--- src/rtl/irq5_pkg.sv ---
package irq5_pkg;
    localparam int NSRC    = 5;
    localparam int DATA_W  = 8;
    localparam int NMASK   = 3;
    // source indices, index 0 is the highest priority
    localparam int SRC_NMI = 0;
    localparam int SRC_EDG = 1;
    localparam int SRC_LVA = 2;
    localparam int SRC_LVB = 3;
    localparam int SRC_EXT = 4;
    // mask write control bits
    localparam int WR_LOAD_BIT  = 3;
    localparam int WR_FLUSH_BIT = 4;
endpackage

--- src/rtl/irq5_edge_catch.sv ---
module irq5_edge_catch (
    input  logic clk,
    input  logic rst_n,
    input  logic level_i,
    input  logic clr_i,
    output logic pend_o
);
    typedef struct packed {
        logic prev;
        logic pend;
    } ec_st_t;

    ec_st_t st_d, st_q;

    always_comb begin
        st_d      = st_q;
        st_d.prev = level_i;
        if (clr_i)
            st_d.pend = 1'b0;
        // a fresh edge in the clearing cycle is kept
        if (level_i && !st_q.prev)
            st_d.pend = 1'b1;
    end

    always_ff @(posedge clk) begin
        if (!rst_n)
            st_q <= '0;
        else
            st_q <= st_d;
    end

    assign pend_o = st_q.pend;
endmodule

--- src/rtl/irq5_prio.sv ---
module irq5_prio #(
    parameter int N = 5
) (
    input  logic [N-1:0] req_i,
    output logic [N-1:0] grant_o,
    output logic         any_o
);
    always_comb begin
        grant_o = '0;
        any_o   = 1'b0;
        for (int i = 0; i < N; i++) begin
            if (req_i[i] && !any_o) begin
                grant_o[i] = 1'b1;
                any_o      = 1'b1;
            end
        end
    end
endmodule

--- src/rtl/irq5_vec_sel.sv ---
module irq5_vec_sel #(
    parameter int                    N       = 5,
    parameter int                    AW      = 16,
    parameter logic [N-1:0][AW-1:0]  VEC_TAB = '0,
    parameter logic [N-1:0]          HAS_VEC = '1
) (
    input  logic [N-1:0]  grant_i,
    output logic [AW-1:0] vector_o,
    output logic          no_vector_o
);
    always_comb begin
        vector_o = '0;
        for (int i = 0; i < N; i++) begin
            if (grant_i[i] && HAS_VEC[i])
                vector_o = vector_o | VEC_TAB[i];
        end
        no_vector_o = |(grant_i & ~HAS_VEC);
    end
endmodule

--- src/rtl/irq5_ctrl.sv ---
module irq5_ctrl #(
    parameter int            AW       = 16,
    parameter logic [AW-1:0] VEC_NMI  = 16'h0024,
    parameter logic [AW-1:0] VEC_EDG  = 16'h003C,
    parameter logic [AW-1:0] VEC_LVA  = 16'h0034,
    parameter logic [AW-1:0] VEC_LVB  = 16'h002C
) (
    input  logic                        clk,
    input  logic                        rst_n,
    input  logic                        sample_i,
    input  logic                        en_set_i,
    input  logic                        en_clr_i,
    input  logic                        mask_wr_i,
    input  logic [irq5_pkg::DATA_W-1:0] mask_wdata_i,
    input  logic                        nmi_i,
    input  logic                        edge_i,
    input  logic                        lvl_a_i,
    input  logic                        lvl_b_i,
    input  logic                        ext_i,
    input  logic                        serial_in_i,
    output logic [irq5_pkg::DATA_W-1:0] status_o,
    output logic                        take_o,
    output logic [AW-1:0]               vector_o,
    output logic                        no_vector_o
);
    import irq5_pkg::*;

    localparam int NLATCH = 2;
    localparam logic [NSRC-1:0][AW-1:0] VEC_TAB =
        {{AW{1'b0}}, VEC_LVB, VEC_LVA, VEC_EDG, VEC_NMI};
    localparam logic [NSRC-1:0] HAS_VEC = ~(NSRC'(1) << SRC_EXT);

    typedef struct packed {
        logic             gie;
        logic [NMASK-1:0] mask;   // [0] low level, [1] high level, [2] edge
        logic             take;
        logic             novec;
        logic [AW-1:0]    vec;
    } st_t;

    st_t st_d, st_q;

    logic [NLATCH-1:0] latch_in, latch_clr, latch_pend;
    logic [NSRC-1:0]   elig, req, grant;
    logic              any_win;
    logic [AW-1:0]     win_vec;
    logic              win_novec;
    logic              flush_edge;
    logic              unused_wdata;

    assign unused_wdata = ^mask_wdata_i[DATA_W-1:WR_FLUSH_BIT+1];

    // latch 0 arms the non-maskable source, latch 1 holds the edge source
    assign latch_in   = {edge_i, nmi_i};
    assign flush_edge = mask_wr_i && mask_wdata_i[WR_FLUSH_BIT];
    assign latch_clr  = {grant[SRC_EDG] | flush_edge, grant[SRC_NMI]};

    genvar g;
    generate
        for (g = 0; g < NLATCH; g++) begin : g_latch
            irq5_edge_catch u_catch (
                .clk     (clk),
                .rst_n   (rst_n),
                .level_i (latch_in[g]),
                .clr_i   (latch_clr[g]),
                .pend_o  (latch_pend[g])
            );
        end
    endgenerate

    always_comb begin
        elig          = '0;
        elig[SRC_NMI] = nmi_i && latch_pend[0];
        elig[SRC_EDG] = st_q.gie && !st_q.mask[2] && latch_pend[1];
        elig[SRC_LVA] = st_q.gie && !st_q.mask[1] && lvl_a_i;
        elig[SRC_LVB] = st_q.gie && !st_q.mask[0] && lvl_b_i;
        elig[SRC_EXT] = st_q.gie && ext_i;
        req           = sample_i ? elig : '0;
    end

    irq5_prio #(.N(NSRC)) u_prio (
        .req_i   (req),
        .grant_o (grant),
        .any_o   (any_win)
    );

    irq5_vec_sel #(
        .N       (NSRC),
        .AW      (AW),
        .VEC_TAB (VEC_TAB),
        .HAS_VEC (HAS_VEC)
    ) u_vec (
        .grant_i     (grant),
        .vector_o    (win_vec),
        .no_vector_o (win_novec)
    );

    always_comb begin
        st_d       = st_q;
        st_d.take  = any_win;
        st_d.vec   = win_vec;
        st_d.novec = win_novec;
        if (mask_wr_i && mask_wdata_i[WR_LOAD_BIT])
            st_d.mask = mask_wdata_i[NMASK-1:0];
        if (en_set_i)
            st_d.gie = 1'b1;
        if (en_clr_i)
            st_d.gie = 1'b0;
        if (any_win)
            st_d.gie = 1'b0;
    end

    always_ff @(posedge clk) begin
        if (!rst_n) begin
            st_q.gie   <= 1'b0;
            st_q.mask  <= '1;
            st_q.take  <= 1'b0;
            st_q.novec <= 1'b0;
            st_q.vec   <= '0;
        end else begin
            st_q <= st_d;
        end
    end

    assign status_o    = {serial_in_i, latch_pend[1], lvl_a_i, lvl_b_i,
                          st_q.gie, st_q.mask};
    assign take_o      = st_q.take;
    assign vector_o    = st_q.vec;
    assign no_vector_o = st_q.novec;
endmodule

--- config.mk ---
export PLATFORM = sky130hd
export DESIGN_NAME = irq5_ctrl
export DESIGN_NICKNAME = d
export VERILOG_FILES = /design/src/rtl/irq5_pkg.sv /design/src/rtl/irq5_edge_catch.sv /design/src/rtl/irq5_prio.sv /design/src/rtl/irq5_vec_sel.sv /design/src/rtl/irq5_ctrl.sv
export SDC_FILE = /design/constraint.sdc
export NUM_CORES = 1
export LEC_CHECK = 0
export ABC_AREA = 1
export BUFFER_PORTS_ARGS = -buffer_cell sky130_fd_sc_hd__buf_2
export CAP_MARGIN = 0
export CELL_PAD_IN_SITES_DETAIL_PLACEMENT = 0
export CELL_PAD_IN_SITES_GLOBAL_PLACEMENT = 1
export CORE_AREA = 3 3 43 75
export CTS_BUF_LIST = sky130_fd_sc_hd__clkbuf_4 sky130_fd_sc_hd__clkbuf_8
export CTS_CLUSTER_DIAMETER = 150
export DETAILED_ROUTE_END_ITERATION = 7
export DIE_AREA = 0 0 46 78
export GPL_TIMING_DRIVEN = 0
export PLACE_DENSITY = 0.72
export RECOVER_POWER = 50
export SKIP_CTS_REPAIR_TIMING = 1
export SYNTH_ARGS = -nofsm -noshare
export SYNTH_HDL_FRONTEND = slang
export SYNTH_SLANG_ARGS = --single-unit
--- constraint.sdc ---
create_clock -name clk -period 0.9 [get_ports clk]
set_input_delay 0.045 -clock clk [delete_from_list [all_inputs] [get_ports clk]]
set_output_delay 0.045 -clock clk [all_outputs]
set_load 0.02 [all_outputs]
# [Word-level counts from Yosys, hierarchy flattened]
# Index checks and enable logic that the tools add are counted.
[totals] regBits=26 latchBits=0 ramBits=0 mem_bits_ro=0 input_bits=20 out_inout_bits=26 elab_cells=57 mem_count=0
[op_classes] add_sub_neg=0 mul=0 div_mod_pow=0 n_lt_le_gt_ge=0 n_eq_ne=0 shifts=0 n_mux=18 n_bitwise=2 n_reduce_logical=28
[op_table] op="$mux 6" n=4
[op_table] op="$logic_and 1x1->1" n=16
[op_table] op="$mux 1" n=13
[op_table] op="$logic_not 1->1" n=9
[op_table] op="$mux 5" n=1
[op_table] op="$reduce_bool 2->1" n=2
[op_table] op="$reduce_or 3->1" n=1
[op_table] op="$not 1->1" n=1
[op_table] op="$or 1x1->1" n=1

# [Depth between registers and ports, before layout]
# Gate-level depths: netlist of run 1.
[logic_depth] ltp_word=18 ltp_mapped=7 mapped_depth_nobuf=7

# [Modules after synthesis]
# A second synthesis of run 1 with hierarchy kept.
[hier_totals] hier_cells=141 hier_area_um2=1074.8
[by_module_without_submodules] module="irq5_ctrl" instances=1 cells_per_inst=90 area_each_um2=744.5 seq_area_each_um2=440.4
[by_module_without_submodules] module="irq5_edge_catch" instances=2 cells_per_inst=9 area_each_um2=68.8 seq_area_each_um2=40.0
[by_module_without_submodules] module="irq5_vec_sel" instances=1 cells_per_inst=20 area_each_um2=130.1 seq_area_each_um2=0.0
[by_module_without_submodules] module="irq5_prio" instances=1 cells_per_inst=13 area_each_um2=62.6 seq_area_each_um2=0.0

# [Least setup slack after synthesis of run 1]
# No wires, ideal clock.
[synth_path] path_kind="reg2reg" start="register st_q, in the netlist status_o[2]" end="register st_q, in the netlist take_o" setup_ps=113 t_arrival_ps=952 required_ps=787 path_slack_ps=-165 path_stages_with_launch=8 path_buffers=0 period_less_slack_ps=1065 path_cell_list="dfxtp_1 -> inv_1 -> nand2_2 -> nor2_4 -> nor2_1 -> nand3_2 -> nand2_2 -> nand2_1"
[synth_via] elab_chain_cells=15
[synth_rtl] item="start, declared" line_no="irq5_ctrl.sv:41" source="st_t st_d, st_q;"
[synth_rtl] item="start signal, assigned" line_no="irq5_ctrl.sv:121" source="st_q <= st_d;"
[synth_rtl] item="$logic_not 1->1 (*)" line_no="irq5_ctrl.sv:74" source="elig[SRC_EDG] = st_q.gie && !st_q.mask[2] && latch_pend[1];"
[synth_rtl] item="$logic_and 1x1->1 (*) (2 in series)" line_no="irq5_ctrl.sv:74"
[synth_rtl] item="$mux 5 (*)" line_no="irq5_ctrl.sv:78" source="req = sample_i ? elig : '0;"
[synth_rtl] item="$logic_and 1x1->1 (*)" line_no="irq5_prio.sv:12" source="if (req_i[i] && !any_o) begin"
[synth_rtl] item="$mux 1 (*)" line_no="irq5_prio.sv:12"
[synth_rtl] item="$logic_not 1->1" line_no="irq5_prio.sv:12"
[synth_rtl] item="$logic_and 1x1->1" line_no="irq5_prio.sv:12"
[synth_rtl] item="$mux 1 (*)" line_no="irq5_prio.sv:12"
[synth_rtl] item="$logic_not 1->1" line_no="irq5_prio.sv:12"
[synth_rtl] item="$logic_and 1x1->1" line_no="irq5_prio.sv:12"
[synth_rtl] item="$mux 1 (*)" line_no="irq5_prio.sv:12"
[synth_rtl] item="$logic_not 1->1" line_no="irq5_prio.sv:12"
[synth_rtl] item="$logic_and 1x1->1" line_no="irq5_prio.sv:12"
[synth_rtl] item="$mux 1 (*)" line_no="irq5_prio.sv:12"
# Every way passes the cells marked *; elsewhere a longest branch is shown, timed or not.
# A chain may end at the register's enable or synchronous reset.

# [Worst setup path in the final report of run 1]
[layout_path] start="register st_q, in the netlist status_o[2]" end="register st_q, in the netlist vector_o[3]"
[layout_via] elab_chain_cells=13 word_cells_on_any_way=16 classes_between="8 x mux; 8 x reduce/logical"
[layout_rtl] item="$logic_not 1->1 (*)" line_no="irq5_ctrl.sv:74"
[layout_rtl] item="$logic_and 1x1->1 (*) (2 in series)" line_no="irq5_ctrl.sv:74"
[layout_rtl] item="$mux 5 (*)" line_no="irq5_ctrl.sv:78"
[layout_rtl] item="$logic_and 1x1->1 (*)" line_no="irq5_prio.sv:12"
[layout_rtl] item="$mux 1" line_no="irq5_prio.sv:12"
[layout_rtl] item="$logic_not 1->1" line_no="irq5_prio.sv:12"
[layout_rtl] item="$logic_and 1x1->1" line_no="irq5_prio.sv:12"
[layout_rtl] item="$mux 1" line_no="irq5_prio.sv:12"
[layout_rtl] item="$logic_not 1->1" line_no="irq5_prio.sv:12"
[layout_rtl] item="$logic_and 1x1->1" line_no="irq5_prio.sv:12"
[layout_rtl] item="$mux 1" line_no="irq5_prio.sv:12"
[layout_rtl] item="$mux 6 (*)" line_no="irq5_vec_sel.sv:14" source="if (grant_i[i] && HAS_VEC[i])"
# Marks and branches as above.

==> results of run 1 <==
[cell usage after synthesis]
cell type	count	area share, %
o21ai_1	1	0.76
inv_2	4	2.3
a21o_1	1	1.1
nand3_2	1	1.5
dfxtp_1	13	39
nand3b_4	1	3.0
nand2_1	11	6.3
nand3_1	7	5.3
nor2_2	2	1.9
nor2_4	1	1.7
buf_4	18	20
clkinv_1	1	0.57
o22ai_1	1	0.95
nor2_1	5	2.8
o211ai_1	2	2.3
nand2_2	4	3.8
inv_1	7	4.0
conb_1	1	0.57
a21oi_2	1	1.3
[cell usage in the layout (no fill, tap or decap), drive strengths merged]
cell type | Yosys | layout
o22ai | 1 | 1
buf | 18 | 43
inv | 11 | 11
a21o | 1 | 1
clkbuf | 0 | 7
nand3b | 1 | 1
conb | 1 | 12
o21ai | 1 | 1
o211ai | 2 | 2
nor2 | 8 | 8
dfxtp | 13 | 13
a21oi | 1 | 1
clkinv | 1 | 1
nand3 | 8 | 8
nand2 | 15 | 15
[per-layer routing]
layer | share of wire (%) | track usage, % | up-vias | wire [um]
li1 | - | - | 310 | -
met1 | 36 | 8.322 | 235 | 486
met2 | 48 | 14.09 | 34 | 646
met3 | 12 | 0.9281 | 4 | 156
met4 | 3.2 | 5.983 | 0 | 43
met5 | 0 | 0 | - | 0
[power groups by stage]
| stage | clock network, mW | registers [mW] | logic, mW |
|---|---|---|---|
| floorplan | 0 | 0.650 | 0.182 |
| finish | 0.539 | 0.620 | 0.278 |
| CTS | 0.557 | 0.621 | 0.276 |
| global route | 0.583 | 0.624 | 0.307 |
| detailed placement | 0 | 0.633 | 0.276 |
| global placement | 0 | 0.633 | 0.272 |
[cells by family after synthesis]
logic type             count (synthesis)
DFF                                   13
and+or+nand+nor                       32
AOI/OAI and AO/OA                      6
other                                  1
buffers and inverters                 30
[cell type report]
class                           count  share of cell area [%]
Buffer                             18                   14.32
Clock buffer                        4                   5.172
Inverter                           12                   4.775
Multi-Input combinational cell     50                   28.51
Sequential cell                    13                   28.51
Tap cell                           27                   3.581
Timing Repair Buffer               28                   15.12
[through the flow]
step | hold WS [ns] | util (%) | worst slack (ns)
after detailed placement | 0.2552 | 33.16 | -0.02370
after CTS | 0.005732 | 34.98 | -0.03626
after floorplan | 0.1564 | - | -0.005202
final | 0.008069 | 35.07 | -0.02554
after global routing | 0.02208 | 35.07 | -0.09702
after global placement | 0.2490 | 33.16 | -0.01157
[path summary, 6_finish.rpt]
check / from / to / slack [ns] / depth (start not counted)
max: status_o[2] / vector_o[3] / -0.03 / 7
min: mask_wdata_i[0] / status_o[0] / 0.008 / 3
max reg2reg: status_o[2] / vector_o[3] / -0.03 / 7
min reg2reg: g_latch[0].u_catch.st_q[1] / g_latch[0].u_catch.pend_o / 0.41 / 1
[flip-flops by register name, indices dropped and copies added (netlist names)]
name	cells
g_latch.u_catch.pend_o	2
status_o	4
g_latch.u_catch.st_q	2
take_o	1
no_vector_o	1
vector_o	3
[worst max-delay path, cell delays in order, from the launching register on]
cell	delay (ns)
dfxtp_4	0.34
inv_2	0.05
nand2_2	0.06
nor2_4	0.10
inv_2	0.05
nor2_2	0.09
inv_1	0.06
a21oi_2	0.12
==> flow_metrics.tcl, run 1 <==
set metrics [dict create \
    synth_area_um2 660.6 \
    p_int_mw 1.067 \
    drt-initial-drc-count 2 \
    switching_share_pct 25.82 \
    rsz0062_at_grt "yes" \
    yosys.area_share.simple_pct 26.33 \
    pin_count 46 \
    gp_congestion 0.7214 \
    dp.final_hpwl_mm 1.151 \
    via_per_inst 3.836 \
    final_area_um2 943.4 \
    clkLatencyLatePin_ns 0.24 \
    synthDistinctLibCells 19 \
    synthMuxAreaShare_pct 0 \
    startpoint_type "flip-flop" \
    fmaxAchievable_mhz 1080 \
    synthAdderAreaFrac_pct 0 \
    slew_viol_final 0 \
    status "finished with violations" \
    total_power_mw 1.438 \
    placed_area_um2 892.1 \
    die_y_um 78 \
    setup_viol 3 \
    fin_nets 146 \
    hold_violations 0 \
    rows 25 \
    pwr-share-clk_pct 37.5 \
    vdd_drop_max_mv 0.6736 \
    fin_crit_sh_pct 102.8 \
    setup-tns-final_ns -0.06219 \
    clock_sinks 13 \
    p_leak_nw 0.5551 \
    diodes 0 \
    antenna_found_initial 0 \
    required_ns 1.08 \
    grt_overflow 0 \
    nFillCells 310 \
    maxCapViolCount 0 \
    worst_slack_ns -0.02554 \
    cts_root_buf "clkbuf_8" \
    seq_area_um2 269.0 \
    cts_buffers 3 \
    switchingPower_mw 0.3712 \
    vias 583 \
    post-route-min-period_ns 0.9255 \
    ant_nets 0 \
    p_comb_share_pct 19.4 \
    clock_path_buffers 2 \
    finClkSkew_ns 0.001362 \
    wl_per_cell_um 8.763 \
    synth_cells 82 \
    path_max_fanout 2 \
    synth.avg_cell_area_um2 8.057 \
    cts_tree "done" \
    power_density_nw_per_um2 1524 \
    place_inst 148 \
    crit_type "flip-flop to flip-flop" \
    dieArea_um2 3588 \
    drc 0 \
    violations "negative setup slack" \
    synth_top_family_by_area "buffers and inverters" \
    arrival_ns 1.10 \
    fp.coreArea_um2 2690 \
    ys_seq_elements 13 \
    grt_max_degree 11 \
    fp.dieW_um 46 \
    htree_levels 1 \
    worstHoldPathType "input pin to flip-flop" \
    start_util_pct 24.56 \
    synth_compound_area_share_pct 6.439 \
    multiInputGateArea_um2 269.0 \
    yosysSeqAreaShare_pct 39.39 \
    drtPass1Iterations 2 \
    grt_pass1_vias 571 \
    drt-total-wl_mm 1.332 \
    ys_warn_count 0 \
    fin_cells 152 \
    worstSetupEndpointType "flip-flop" \
    p_seq_share_pct 43.1 \
    grt_first_pass_wirelength_mm 2.214 \
    syn_to_final_growth_pct 42.80 \
    clkTransAtPathRegs_ns 0.05 \
    synth-xor-area-share_pct 0 \
    layout-drive-gt1-share_pct 52.80 \
    port_buffers 28 \
    track_usage_pct 8.194 \
]
Power figures use the tool's default switching activity.
==> run 2: changes to the inputs <==
CORE_AREA = 2 2 50 52   (was 3 3 43 75)
DIE_AREA = 0 0 52 54   (was 0 0 46 78)
PLACE_DENSITY = 0.83   (was 0.72)
clock period = 1.09 ns   (was 0.9 ns; I/O delays follow)
==> flow_metrics.tcl, run 2 (same netlist as run 1, synthesis figures left out) <==
set metrics [dict create \
    setup_viol 0 \
    power_density_nw_per_um2 1146 \
    dieArea_um2 2808 \
    vias 590 \
    fp.dieW_um 52 \
    cts_tree "done" \
    whs_ns -0.01335 \
    clock_path_buffers 2 \
    largest_register_ffs 4 \
    final_area_um2 909.6 \
    worstHoldPathType "input pin to flip-flop" \
    fin_nets 147 \
    drc 0 \
    antenna_found_initial 0 \
    port_buffers 28 \
    final_cell_mix "buf_2, buf_4, dfxtp_1" \
    setup-tns-final_ns 0 \
    p_leak_nw 0.5225 \
    clkTransAtPathRegs_ns 0.07 \
    fmaxAchievable_mhz 1033 \
    clkLatencyLatePin_ns 0.27 \
    required_ns 1.30 \
    placed_area_um2 879.6 \
    slew_viol_final 0 \
    cts_buffers 3 \
    layout_commonest_cell "buf_2" \
    grt_overflow 0 \
    dp.final_hpwl_mm 1.043 \
    wl_per_cell_um 7.712 \
    cts_root_buf "clkbuf_4" \
    drtPass1Iterations 3 \
    fin_crit_sh_pct 88.79 \
    startpoint_type "flip-flop" \
    die_y_um 54 \
    hold_violations 2 \
    htree_levels 1 \
    grt_max_degree 11 \
    layout-drive-gt1-share_pct 45.24 \
    status "finished with violations" \
    via_per_inst 3.782 \
    diodes 0 \
    syn_to_final_growth_pct 37.69 \
    grt_pass1_vias 524 \
    drt-initial-drc-count 1 \
    vdd_drop_max_mv 0.4458 \
    total_power_mw 1.042 \
    pin_count 46 \
    rsz0062_at_grt "no" \
    track_usage_pct 9.117 \
    drt-total-wl_mm 1.203 \
    rows 18 \
    start_util_pct 28.48 \
    maxCapViolCount 0 \
    violations "negative hold slack" \
    gp_congestion 0.7278 \
    ant_nets 0 \
    clock_sinks 13 \
    finClkSkew_ns 0.001339 \
    fp.coreArea_um2 2320 \
    worstSetupEndpointType "flip-flop" \
    path_max_fanout 3 \
    crit_type "flip-flop to flip-flop" \
    post-route-min-period_ns 0.9679 \
    grt_first_pass_wirelength_mm 1.932 \
    arrival_ns 1.18 \
]
run 2: cell types whose count changed in the layout (fill, tap and decap cells not counted), sizes merged:
cell | before | now
dlygate4sd3 | 0 | 1
buf | 43 | 38
clkbuf | 7 | 12
run 2: final cells by class:
class | instances | area (um^2)
Inverter | 12 | 45.04
Fill cell | 267 | 1410
Sequential cell | 13 | 260.3
Tap cell | 30 | 37.54
Buffer | 18 | 131.4
Clock buffer | 4 | 30.03
Timing Repair Buffer | 29 | 141.4
Multi-Input combinational cell | 50 | 264.0
run 2: critical path, cell delays in order (launching register included):
cell	delay, ns
dfxtp_1	0.36
nand2_2	0.09
nor2_4	0.13
inv_2	0.05
nor2_2	0.10
inv_1	0.06
a21oi_2	0.11
run 2: routing by layer:
metal,vias up,global-route usage [%],part of all wire [%]
li1,312,-,-
met1,250,8.652,39
met4,0,3.947,0
met3,0,3.056,12
met2,28,17.72,49
met5,-,0,0
run 2: report_power, final:
group / internal [mW] / switching [mW] / total [mW]
Combinational: 0.0946 / 0.128 / 0.222
Clock: 0.167 / 0.142 / 0.308
Sequential: 0.498 / 0.0129 / 0.511
run 2: final timing paths:
check	slack, ns	to	cells past startpoint	from
min reg2reg	0.43	g_latch[1].u_catch.pend_o	1	g_latch[1].u_catch.st_q[1]
min	-0.01	g_latch[1].u_catch.st_q[1]	3	edge_i
max reg2reg	0.12	vector_o[3]	6	status_o[3]
max	0.12	vector_o[3]	6	status_o[3]
run 2: per-stage QoR:
stage	setup slack (ns)	utilization (%)	instances	hold WS, ns
after global routing	0.02761	39.21	156	0.007539
after global placement	0.1304	37.92	151	0.2598
after floorplan	0.02464	-	93	0.1659
after CTS	0.07481	39.21	155	-0.01984
after detailed placement	0.09143	37.92	151	0.2657
final	0.1221	39.21	156	-0.01335
